`config.mk`:
```
export PLATFORM = sky130hd
export DESIGN_NAME = irq_pick_top
export DESIGN_NICKNAME = d
export VERILOG_FILES = /design/src/rtl/irq_sel_pkg.sv /design/src/rtl/irq_pend_bank.sv /design/src/rtl/irq_gate.sv /design/src/rtl/irq_prio.sv /design/src/rtl/irq_pick_top.sv
export SDC_FILE = /design/constraint.sdc
export NUM_CORES = 1
export LEC_CHECK = 0
export BUFFER_PORTS_ARGS = -buffer_cell sky130_fd_sc_hd__buf_2
export CAP_MARGIN = 10
export CORE_UTILIZATION = 45
export DETAILED_ROUTE_END_ITERATION = 10
export PLACE_DENSITY = 0.75
export SKIP_CTS_REPAIR_TIMING = 1
export SYNTH_ARGS = -nofsm -noshare
export SYNTH_HDL_FRONTEND = slang
export SYNTH_SLANG_ARGS = --single-unit
```
`constraint.sdc`:
```
create_clock -name clk -period 4.6 [get_ports clk]
set_clock_uncertainty 0.1 [all_clocks]
set_input_delay 0.23 -clock clk [delete_from_list [all_inputs] [get_ports clk]]
set_output_delay 0.23 -clock clk [all_outputs]
set_load 0.02 [all_outputs]
```
`src/rtl/irq_sel_pkg.sv`:
```
package irq_sel_pkg;

    localparam int NSRC = 13;
    localparam int IDW  = $clog2(NSRC);

    // Source index equals priority rank (0 = highest).
    typedef enum logic [IDW-1:0] {
        SRC_RST   = 4'd0,
        SRC_MCK   = 4'd1,
        SRC_HDEC  = 4'd2,
        SRC_EXT   = 4'd3,
        SRC_CEXT  = 4'd4,
        SRC_WDOG  = 4'd5,
        SRC_CDBL  = 4'd6,
        SRC_FIT   = 4'd7,
        SRC_PIT   = 4'd8,
        SRC_DEC   = 4'd9,
        SRC_DBL   = 4'd10,
        SRC_PERF  = 4'd11,
        SRC_THERM = 4'd12
    } src_e;

    localparam int EE_LO = int'(SRC_WDOG);
    localparam int EE_HI = int'(SRC_THERM);

    typedef struct packed {
        logic ee;
        logic ce;
        logic hv;
        logic lpes0;
        logic hden;
        logic dec_clr;
    } ctl_t;

    // Which sources lose their pending flag when delivered.
    function automatic logic [NSRC-1:0] clear_policy(input logic dec_clr);
        logic [NSRC-1:0] m;
        m = '1;
        m[SRC_EXT]  = 1'b0;
        m[SRC_CEXT] = 1'b0;
        m[SRC_DEC]  = dec_clr;
        return m;
    endfunction

    // Per-source permission from the processor state.
    function automatic logic [NSRC-1:0] allow_mask(input ctl_t c, input logic hv_impl);
        logic [NSRC-1:0] a;
        a = '0;
        a[SRC_RST]  = 1'b1;
        a[SRC_MCK]  = 1'b1;
        a[SRC_HDEC] = c.hden & (c.ee | ~c.hv);
        a[SRC_EXT]  = c.ee | (hv_impl & ~c.hv & ~c.lpes0);
        a[SRC_CEXT] = c.ce;
        for (int i = EE_LO; i <= EE_HI; i++) begin
            a[i] = c.ee;
        end
        return a;
    endfunction

endpackage

```
`src/rtl/irq_pend_bank.sv`:
```
module irq_pend_bank #(
    parameter int N = 13
) (
    input  logic         clk,
    input  logic         rst,
    input  logic [N-1:0] set_i,
    input  logic [N-1:0] clr_i,
    output logic [N-1:0] pend_o
);

    logic [N-1:0] pend_q;

    for (genvar g = 0; g < N; g++) begin : g_bit
        always_ff @(posedge clk) begin
            if (rst) begin
                pend_q[g] <= 1'b0;
            end else if (set_i[g]) begin
                pend_q[g] <= 1'b1;          // set has precedence over clear
            end else if (clr_i[g]) begin
                pend_q[g] <= 1'b0;
            end
        end

        AST_SET_WINS: assert property (@(posedge clk) disable iff (rst)
            set_i[g] |=> pend_q[g]);
        AST_HOLD_IDLE: assert property (@(posedge clk) disable iff (rst)
            (!set_i[g] && !clr_i[g]) |=> (pend_q[g] == $past(pend_q[g])));
    end

    assign pend_o = pend_q;

endmodule

```
`src/rtl/irq_gate.sv`:
```
module irq_gate
    import irq_sel_pkg::*;
#(
    parameter logic HV_IMPL = 1'b1
) (
    input  logic [NSRC-1:0] pend_i,
    input  ctl_t            ctl_i,
    output logic [NSRC-1:0] elig_o
);

    logic [NSRC-1:0] allow;

    always_comb begin
        allow  = allow_mask(ctl_i, HV_IMPL);
        elig_o = pend_i & allow;
    end

    AST_ELIG_SUBSET: assert final ((elig_o & ~pend_i) == '0);

endmodule

```
`src/rtl/irq_prio.sv`:
```
module irq_prio #(
    parameter int N   = 13,
    localparam int IW = (N > 1) ? $clog2(N) : 1
) (
    input  logic [N-1:0]  req_i,
    output logic [N-1:0]  grant_o,
    output logic [IW-1:0] idx_o,
    output logic          found_o
);

    logic [N:0] seen;

    assign seen[0] = 1'b0;

    for (genvar g = 0; g < N; g++) begin : g_chain
        assign grant_o[g]  = req_i[g] & ~seen[g];
        assign seen[g+1]   = seen[g] | req_i[g];
    end

    assign found_o = seen[N];

    always_comb begin
        idx_o = '0;
        for (int i = 0; i < N; i++) begin
            if (grant_o[i]) begin
                idx_o = IW'(i);
            end
        end
    end

    AST_GRANT_ONE: assert final ($onehot0(grant_o));
    AST_FOUND_GRANT: assert final (found_o == (grant_o != '0));

endmodule

```
`src/rtl/irq_pick_top.sv`:
```
module irq_pick_top
    import irq_sel_pkg::*;
#(
    parameter logic HV_IMPL = 1'b1
) (
    input  logic            clk,
    input  logic            rst,
    input  logic [12:0]     set_req,
    input  logic            st_ee,
    input  logic            st_ce,
    input  logic            st_hv,
    input  logic            st_lpes0,
    input  logic            hdec_en,
    input  logic            dec_clr_mode,
    input  logic            ack_busy,
    output logic [12:0]     pend_o,
    output logic            irq_req,
    output logic            take,
    output logic [12:0]     cause_oh,
    output logic [3:0]      cause_id
);

    ctl_t            ctl;
    logic [NSRC-1:0] pend;
    logic [NSRC-1:0] elig;
    logic [NSRC-1:0] grant;
    logic [IDW-1:0]  win_id;
    logic            found;
    logic            take_d;
    logic [NSRC-1:0] clr;

    logic            take_q;
    logic [NSRC-1:0] cause_oh_q;
    logic [IDW-1:0]  cause_id_q;

    always_comb begin
        ctl.ee      = st_ee;
        ctl.ce      = st_ce;
        ctl.hv      = st_hv;
        ctl.lpes0   = st_lpes0;
        ctl.hden    = hdec_en;
        ctl.dec_clr = dec_clr_mode;
    end

    irq_pend_bank #(.N(NSRC)) u_bank (
        .clk    (clk),
        .rst    (rst),
        .set_i  (set_req),
        .clr_i  (clr),
        .pend_o (pend)
    );

    irq_gate #(.HV_IMPL(HV_IMPL)) u_gate (
        .pend_i (pend),
        .ctl_i  (ctl),
        .elig_o (elig)
    );

    irq_prio #(.N(NSRC)) u_prio (
        .req_i   (elig),
        .grant_o (grant),
        .idx_o   (win_id),
        .found_o (found)
    );

    // A delivery needs a winner, an idle sequencer and a gap after the last pulse.
    assign take_d = found & ~ack_busy & ~take_q;
    assign clr    = take_d ? (grant & clear_policy(dec_clr_mode)) : '0;

    always_ff @(posedge clk) begin
        if (rst) begin
            take_q     <= 1'b0;
            cause_oh_q <= '0;
            cause_id_q <= '0;
        end else begin
            take_q     <= take_d;
            cause_oh_q <= take_d ? grant  : '0;
            cause_id_q <= take_d ? win_id : '0;
        end
    end

    assign pend_o   = pend;
    assign irq_req  = |pend;
    assign take     = take_q;
    assign cause_oh = cause_oh_q;
    assign cause_id = cause_id_q;

    AST_TAKE_PULSE: assert property (@(posedge clk) disable iff (rst)
        take |=> !take);
    AST_BUSY_BLOCK: assert property (@(posedge clk) disable iff (rst)
        ack_busy |=> !take);
    AST_CAUSE_SINGLE: assert property (@(posedge clk) disable iff (rst)
        take |-> ($countones(cause_oh) == 1));
    AST_CAUSE_QUIET: assert property (@(posedge clk) disable iff (rst)
        !take |-> (cause_oh == '0 && cause_id == '0));
    AST_EXT_KEEP: assert property (@(posedge clk) disable iff (rst)
        (take && cause_oh[SRC_EXT]) |-> pend_o[SRC_EXT]);
    AST_CEXT_KEEP: assert property (@(posedge clk) disable iff (rst)
        (take && cause_oh[SRC_CEXT]) |-> pend_o[SRC_CEXT]);
    AST_RST_CLEARS: assert property (@(posedge clk) disable iff (rst)
        (take && cause_oh[SRC_RST] && !$past(set_req[SRC_RST])) |-> !pend_o[SRC_RST]);
    AST_HDEC_GATE: assert property (@(posedge clk) disable iff (rst)
        (take && cause_oh[SRC_HDEC]) |-> $past(hdec_en && (st_ee || !st_hv)));
    AST_EE_GROUP: assert property (@(posedge clk) disable iff (rst)
        (take && (cause_oh[EE_HI:EE_LO] != '0)) |-> $past(st_ee));
    AST_CEXT_GATE: assert property (@(posedge clk) disable iff (rst)
        (take && cause_oh[SRC_CEXT]) |-> $past(st_ce));
    AST_REQ_LEVEL: assert property (@(posedge clk) disable iff (rst)
        irq_req == (pend_o != '0));

endmodule

```
---- Yosys cells after proc, flatten, opt, wreduce, memory -nomap -nowiden ----
Index checks and enable logic that the tools add are counted.
word-level totals
  word-level logic and storage cells ...... 121
  bits of input ports ..................... 22
  bits in registers ....................... 31
  output and inout port bits .............. 32
operators by class
  bitwise gates (word level) .............. 49
  reduce and logical (&&, ||, !) cells .... 16
  multiplexer cells ....................... 39
operators by type and width
  operator             count
  two-way mux 4 bit    11
  two-way mux 1 bit    27
  bitwise AND 13 bit   2
  nonzero test 2 bit   13
  NOT 1 bit            17
  bitwise AND 1 bit    16
  bitwise OR 1 bit     14
  two-way mux 13 bit   1
  OR reduction 13 bit  1
  OR reduction 3 bit   1
  OR reduction 2 bit   1

---- Logic depth before layout (Yosys ltp) ----
Gate-level depths: netlist (run 1).
  depth in word-level cells ............... 21
  depth in mapped cells ................... 6

---- Cells and area by module ----
A second synthesis (run 1) with hierarchy kept.
second synthesis, totals
  cells, all modules ...................... 163
  area total of the unflattened synthesis .. 1,491.4 um^2
modules (own cells, without submodules)
  module         seq. area each (um^2)  cells an instance  instances  area each (um^2)
  irq_pick_top   360.3                  56                 1          634.4
  irq_pend_bank  260.2                  53                 1          504.2
  irq_prio       0.0                    38                 1          254.0
  irq_gate       0.0                    16                 1          98.8

---- Worst setup path before layout (run 1) ----
No wires, ideal clock.
  path kind ............................... register to register
  from .................................... register u_bank.pend_q[5] (netlist: u_bank.pend_o[5])
  to ...................................... register cause_oh_q[7] (netlist: cause_oh[7])
  library setup time ...................... 0.116 ns
  clock period less this slack ............ 1.981 ns
  data arrival time ....................... 1.765 ns
  path slack .............................. 2.619 ns
  cell stages (with the launch flop) ...... 7
  path buffers ............................ 1
  path through ............................ dfxtp_1 > buf_2 > or3_1 > o31a_1 > o31ai_4 > inv_4 > and3_1
on the way
  word-level cells in the longest chain between the ends .. 13
  elaborated cells on any way between the ends .. 15
  those cells by class .................... bitwise (14); reduce/logical (1)
RTL lines
  item                              RTL line             text
  start: declaration                irq_pend_bank.sv:11  logic [N-1:0] pend_q;
  start signal: indexed assignment  irq_pend_bank.sv:16  pend_q[g] <= 1'b0;
  start signal: indexed assignment  irq_pend_bank.sv:18  pend_q[g] <= 1'b1;
  start signal: indexed assignment  irq_pend_bank.sv:20  pend_q[g] <= 1'b0;
  bitwise AND 13 bit *              irq_gate.sv:15       elig_o = pend_i & allow;
  bitwise OR 1 bit * (2 in a row)   irq_prio.sv:17       assign seen[g+1] = seen[g] | req_i[g];
  bitwise OR 1 bit (6 in a row)     irq_prio.sv:17
  bitwise AND 1 bit (2 in a row)    irq_pick_top.sv:67   assign take_d = found & ~ack_busy & ~take_q;
  NOT 1 bit (no line)               n/a
  OR reduction 2 bit (no line)      n/a
  end signal: assignment            irq_pick_top.sv:77   cause_oh_q <= take_d ? grant : '0;
  end: declaration                  irq_pick_top.sv:33   logic [NSRC-1:0] cause_oh_q;
Mark *: on every way between the ends. The rest lies on a longest branch, timed or not.
A chain may end at the register's enable or synchronous reset.

---- Final worst setup path (run 1) ----
  from .................................... register u_bank.pend_q[7] (netlist: u_bank.pend_o[7])
  to ...................................... register cause_oh_q[7] (netlist: cause_oh[7])
on the way
  word-level cells in the longest chain between the ends .. 11
  elaborated cells on any way between the ends .. 12
  those cells by class .................... bitwise (11); reduce/logical (1)
RTL lines
  item                            RTL line
  bitwise AND 13 bit *            irq_gate.sv:15
  bitwise OR 1 bit (6 in a row)   irq_prio.sv:17
  bitwise AND 1 bit (2 in a row)  irq_pick_top.sv:67
  NOT 1 bit (no line)             n/a
  OR reduction 2 bit (no line)    n/a
Marked as above.

==> results of run 1 <==
## worst max-delay path: cells and delay by family (launching register included)
kind / cells / cell delay, ns
flops: 1 / 0.39
simple gates: 2 / 0.62
compound gates: 2 / 0.76
buf+inv: 1 / 0.08
## worst max path at each step
| stage | startpoint | to | slack, ns | cells past startpoint |
|---|---|---|---|---|
| 6_report | u_bank.pend_o[7] | cause_oh[7] | 2.55 | 5 |
| 5_1_grt | u_bank.pend_o[7] | cause_oh[6] | 2.47 | 5 |
| 4_1_cts | u_bank.pend_o[7] | cause_oh[7] | 2.54 | 5 |
| 3_5_place_dp | st_ee | cause_oh[7] | 2.45 | 6 |
| 3_3_place_gp | st_ee | cause_oh[7] | 2.51 | 6 |
| 2_1_floorplan | u_bank.pend_o[5] | cause_oh[7] | 2.62 | 6 |
## power groups by stage
stage | clock [mW] | sequential [mW] | combinational [mW]
floorplan | 0 | 0.310 | 0.0540
finish | 0.160 | 0.297 | 0.0968
CTS | 0.163 | 0.296 | 0.0957
global route | 0.174 | 0.298 | 0.106
global placement | 0 | 0.302 | 0.0949
detailed placement | 0 | 0.302 | 0.0951
## logic make-up (layout without fill, tap and decap cells)
family,after synthesis,in the layout,share of synthesized area
AOI/OAI and AO/OA,34,34,0.197
buffers and inverters,14,68,0.0467
DFF,31,31,0.473
and+or+nand+nor,72,72,0.283
## sequential cells by signal, summed over array words and instances, names as in the netlist
| register | count |
|---|---|
| cause_id | 4 |
| cause_oh | 13 |
| take | 1 |
| u_bank.pend_o | 13 |
## synth_stat cells, types with 2 or more instances
| library cell | count |
|---|---|
| o31ai_1 | 3 |
| nand2_1 | 10 |
| nor3_1 | 9 |
| inv_1 | 6 |
| or3_1 | 3 |
| o21ai_0 | 4 |
| and2_1 | 3 |
| and3_1 | 5 |
| a311oi_1 | 5 |
| buf_2 | 2 |
| dfxtp_1 | 31 |
| nand4_1 | 3 |
| a211oi_1 | 3 |
| a21oi_1 | 8 |
| nor2_1 | 20 |
| or2_2 | 2 |
| and4_1 | 3 |
| nand3_1 | 5 |
| nor4_1 | 3 |
| clkbuf_1 | 4 |
## per-layer routing
layer  GRT usage  part of all wire  routed length (um)  up-vias
li1            -                 -                   -      652
met1       0.315              0.46                1590      594
met2       0.338              0.45                1550       63
met3      0.0558             0.073                 252        7
met4       0.125             0.021                  74        0
met5           0                 0                   0        -
## per-stage QoR
stage	power [mW]	hold slack, ns
final	0.553	-0.000163
after detailed placement	0.398	0.340
after global placement	0.397	0.335
after CTS	0.555	-0.0107
after floorplan	0.364	0.202
after global routing	0.578	0.0115
## layout make-up
cell class                 count  area share
timing repair buffer          54       0.167
inverter                       7      0.0174
multi-input combinational    106       0.382
tap                           31      0.0235
clock inverter                 1     0.00303
sequential                    31       0.376
clock buffer                   6      0.0311
==> results.yml, run 1 <==
run_status:
  status: "finished, violations left"
  violations: "negative hold slack"
route:
  num_vias: 1316
  drcViolationCount: 0
  drt_iter0_drc: 43
  drt_pre_antenna_iters: 4
  post_drt_wl_per_cell_um: 14.7
  routed_wirelength_mm: 3.46
  drtAntennaViolNets: 0
  vias_per_cell: 5.58
synth:
  synth_edf_count: 0
  syn_avg_cell_area_um2: 8.69
  ys_async_sr_fraction: 0
  seq_area_frac_synth: 0.473
  synth_warnings: 0
  synth_cells: 151
  synth_nets: 173
  synthTopCellsByArea: "dfxtp_1 47%, nor2_1 5.7%, nor3_1 3.4%, a311oi_1 3.3%, a21oi_1 3.1%"
  ys_seq_elements: 31
  synth_cell_types: 39
  syn_area_um2: 1310
  synth_top_flop_cell: "dfxtp_1"
  synth_largest_area_cell: "dfxtp_1"
  synth_top_area_frac: 0.473
worst_setup_path:
  r2r_end: "cause_oh[7]"
  critPathMaxFanout: 10
  worstSetupEndpointType: "register"
  critPathKind: "register to register"
  max_stage_delay_ns: 0.43
  start_kind: "register"
  worstPathArrival_ns: 2.18
  r2r_cells: 5
  r2r-start: "u_bank.pend_o[7]"
  critPathRequiredTime_ns: 4.73
  crit_chain: "or3_1 -> o31a_1 -> o31ai_4 -> inv_4 -> and3_1"
  rrSetupSlack_ns: 2.55
  cp_slowest_cell: "or3_1"
global_routing:
  grt_pass1_wl_mm: 5.50
  grt_max_degree: 17
  grtUsageTotal: 0.232
  grt_pass1_vias: 1152
  antenna_found_initial: 0
  gr-total-overflow: 0
clock_network:
  path_clk_slew_ns: 0.09
  clock_latency_ns: 0.33
  htree_levels: 2
  clockBufferDepth: 2
  cts-root-buf: "clkbuf_4"
  numCtsBuffers: 5
  cts_num_sinks: 31
  tritoncts: "done"
power:
  p_switching_uw: 165
  swShare: 0.298
  clockPowerShare: 0.289
  p_seq_frac: 0.536
  irDropWorstVdd_uv: 228
  intPower_uw: 388
  p_per_area_nw_per_um2: 335
  comb_power_share: 0.175
  p_leak_nw: 0.791
worst_hold_path:
  hold_depth: 3
  worstHoldStart: "set_req[4]"
  hold_class: "input port to register"
  hold_path_end: "u_bank.pend_o[4]"
sta:
  grt_setup_unrepaired: "no"
  hold_violations: 1
  setup_ws_ns: 2.55
  finalCriticalPeriod_ns: 2.05
  drv_slew: 0
  max_slew_margin: 0.669
  hold_ws_ns: -0.000163
  setup_tns_ns: 0
  fmax_mhz: 488
  tightest_slew_ns: 0.491
  finalCritPeriodShare: 0.445
  setup-violations-final: 0
place:
  gp_congestion: 0.840
  hpwlAfterDp_mm: 2.60
  pre_cts_ws_ns: 2.45
  io_buffer_count: 53
  dp_cells: 228
  place_area_um2: 1580
die:
  die_w_um: 56.0
  dieArea_um2: 3140
  die_height_um: 56.0
  core_um2: 2760
  pin_count: 54
  start_util: 0.476
  num_rows: 19
layout:
  drive_gt1_frac: 0.341
  multi_input_area_um2: 631
  fin_area_um2: 1650
  final_util: 0.598
  layout_commonest_cell: "buf_2"
  area_growth_pct: 25.7
  nFillCells: 264
  layout_common_cells: "53 x buf_2, 31 x dfxtp_1, 20 x nor2_1"
  finalNetCount: 227
  diodes: 0
  ff_latch_area_um2: 621
  instances_no_fill: 236
run:
  cap_violations: 0
Power figures use the tool's default switching activity.
==> run 2: changes to the inputs <==
--- a/config.mk
+++ b/config.mk
@@ -7,9 +7,9 @@
 export LEC_CHECK = 0
 export BUFFER_PORTS_ARGS = -buffer_cell sky130_fd_sc_hd__buf_2
 export CAP_MARGIN = 10
-export CORE_UTILIZATION = 45
+export CORE_UTILIZATION = 42
 export DETAILED_ROUTE_END_ITERATION = 10
-export PLACE_DENSITY = 0.75
+export PLACE_DENSITY = 0.74
 export SKIP_CTS_REPAIR_TIMING = 1
 export SYNTH_ARGS = -nofsm -noshare
 export SYNTH_HDL_FRONTEND = slang
==> constraint.sdc (replaced) <==
create_clock -name clk -period 1.8 [get_ports clk]
set_clock_uncertainty 0.1 [all_clocks]
set_input_delay 0.09 -clock clk [delete_from_list [all_inputs] [get_ports clk]]
set_output_delay 0.09 -clock clk [all_outputs]
set_load 0.02 [all_outputs]
==> run 2 against run 1 <==
The run ends with design-rule violations, negative setup slack left. Final cell count up 15%. Sequential power rose to 2.5 times the previous value. Clock-buffer cell count unchanged. Routed wire length rose by 19%. Sequential share of layout area shrank 6.2 points. Via count increased by 15%. Combinational power increased to 3.6 times the previous value. First-iteration DRC count grew 26%. Total power rose to 2.7 times the previous value. Critical path depth unchanged. Worst setup slack worse by 2.6 ns. Largest power group unchanged. Highest routed layer unchanged.
==> results.yml, run 2 (synthesis gave the netlist of run 1 again) <==
clock_network:
  numCtsBuffers: 5
  tritoncts: "done"
  cts-root-buf: "clkbuf_4"
  clockBufferDepth: 2
  path_clk_slew_ns: 0.10
  clock_latency_ns: 0.34
  htree_levels: 2
  cts_num_sinks: 31
die:
  core_um2: 2850
  dieArea_um2: 3350
  num_rows: 19
  die_w_um: 57.9
  pin_count: 54
  die_height_um: 57.9
  start_util: 0.460
global_routing:
  grtUsageTotal: 0.243
  grt_pass1_wl_mm: 6.07
  grt_pass1_vias: 1319
  gr-total-overflow: 0
  antenna_found_initial: 0
  grt_max_degree: 17
worst_setup_path:
  start_kind: "register"
  worstSetupEndpointType: "register"
  r2r_cells: 5
  r2r_end: "cause_oh[10]"
  critPathMaxFanout: 7
  rrSetupSlack_ns: -0.007
  r2r-start: "u_bank.pend_o[6]"
  worstPathArrival_ns: 1.96
  critPathKind: "register to register"
  critPathRequiredTime_ns: 1.95
route:
  drt_pre_antenna_iters: 9
  drtAntennaViolNets: 0
  routed_wirelength_mm: 4.12
  post_drt_wl_per_cell_um: 15.1
  num_vias: 1517
  drt_iter0_drc: 54
  drcViolationCount: 2
  vias_per_cell: 5.58
power:
  total_power_mw: 1.51
  irDropWorstVdd_uv: 595
  p_per_area_nw_per_um2: 749
  p_leak_nw: 0.958
worst_hold_path:
  hold_path_end: "u_bank.pend_o[4]"
  hold_depth: 2
  worstHoldStart: "rst"
  hold_class: "input port to register"
sta:
  fmax_mhz: 554
  tightest_slew_ns: 0.419
  drv_slew: 0
  setup_tns_ns: -0.0164
  hold_violations: 0
  finalCriticalPeriod_ns: 1.81
  hold_ws_ns: 0.0154
  setup-violations-final: 4
  setup_ws_ns: -0.00655
  grt_setup_unrepaired: "yes"
  finalCritPeriodShare: 1.00
  max_slew_margin: 0.717
layout:
  layout_common_cells: "53 x buf_2, 24 x dfxtp_1, 23 x buf_4"
  layout_commonest_cell: "buf_2"
  diodes: 0
  drive_gt1_frac: 0.461
  finalNetCount: 263
  nFillCells: 215
  area_growth_pct: 53.8
place:
  gp_congestion: 0.910
  io_buffer_count: 53
  hpwlAfterDp_mm: 2.86
  pre_cts_ws_ns: -0.0198
run_status:
  status: "finished, violations left"
  violations: "design-rule violations, negative setup slack"
run:
  cap_violations: 0
-- run 2: worst max path at each step --
stage               depth (start not counted)               from            to
floorplan                                   6   u_bank.pend_o[5]   cause_oh[7]
finish                                      5   u_bank.pend_o[6]  cause_oh[10]
global route                                5   u_bank.pend_o[6]  cause_oh[10]
detailed placement                          5  u_bank.pend_o[12]   cause_id[0]
CTS                                         5  u_bank.pend_o[12]   cause_id[0]
global placement                            5  u_bank.pend_o[12]   cause_oh[7]
-- run 2: worst max-delay path, cell delays in order, from the launching register on --
cell and delay (ns):
dfxtp_4 0.36, or3_4 0.40, o31a_1 0.32, o31ai_4 0.27
inv_4 0.09, and3_4 0.18
-- run 2: through the flow --
stage           util  instance area, um^2  std cells
2_1_floorplan      -                 1330        151
3_3_place_gp   0.614                 1750        249
3_5_place_dp   0.614                 1750        249
4_1_cts        0.634                 1810        256
5_1_grt        0.707                 2020        272
6_report       0.707                 2020        272
-- run 2: area by class of cell --
cell class / count / area, um^2 / area share
Clock inverter: 1 / 5.00 / 0.00248
Multi-Input combinational cell: 106 / 682 / 0.338
Sequential cell: 31 / 634 / 0.314
Timing Repair Buffer: 90 / 578 / 0.286
Clock buffer: 6 / 51.3 / 0.0254
Inverter: 7 / 28.8 / 0.0143
Tap cell: 31 / 38.8 / 0.0192
-- run 2: metal layers --
| metal | global-route usage | share of wire |
|---|---|---|
| met1 | 0.303 | 0.39 |
| met2 | 0.388 | 0.50 |
| met3 | 0.0804 | 0.084 |
| met4 | 0.0952 | 0.026 |
| met5 | 0 | 0 |
-- run 2: power by group --
part	leakage [nW]	internal (mW)	switching (mW)
logic	0.668	0.162	0.189
clock network	0.0341	0.181	0.231
registers	0.257	0.717	0.0335
total	0.958	1.06	0.453
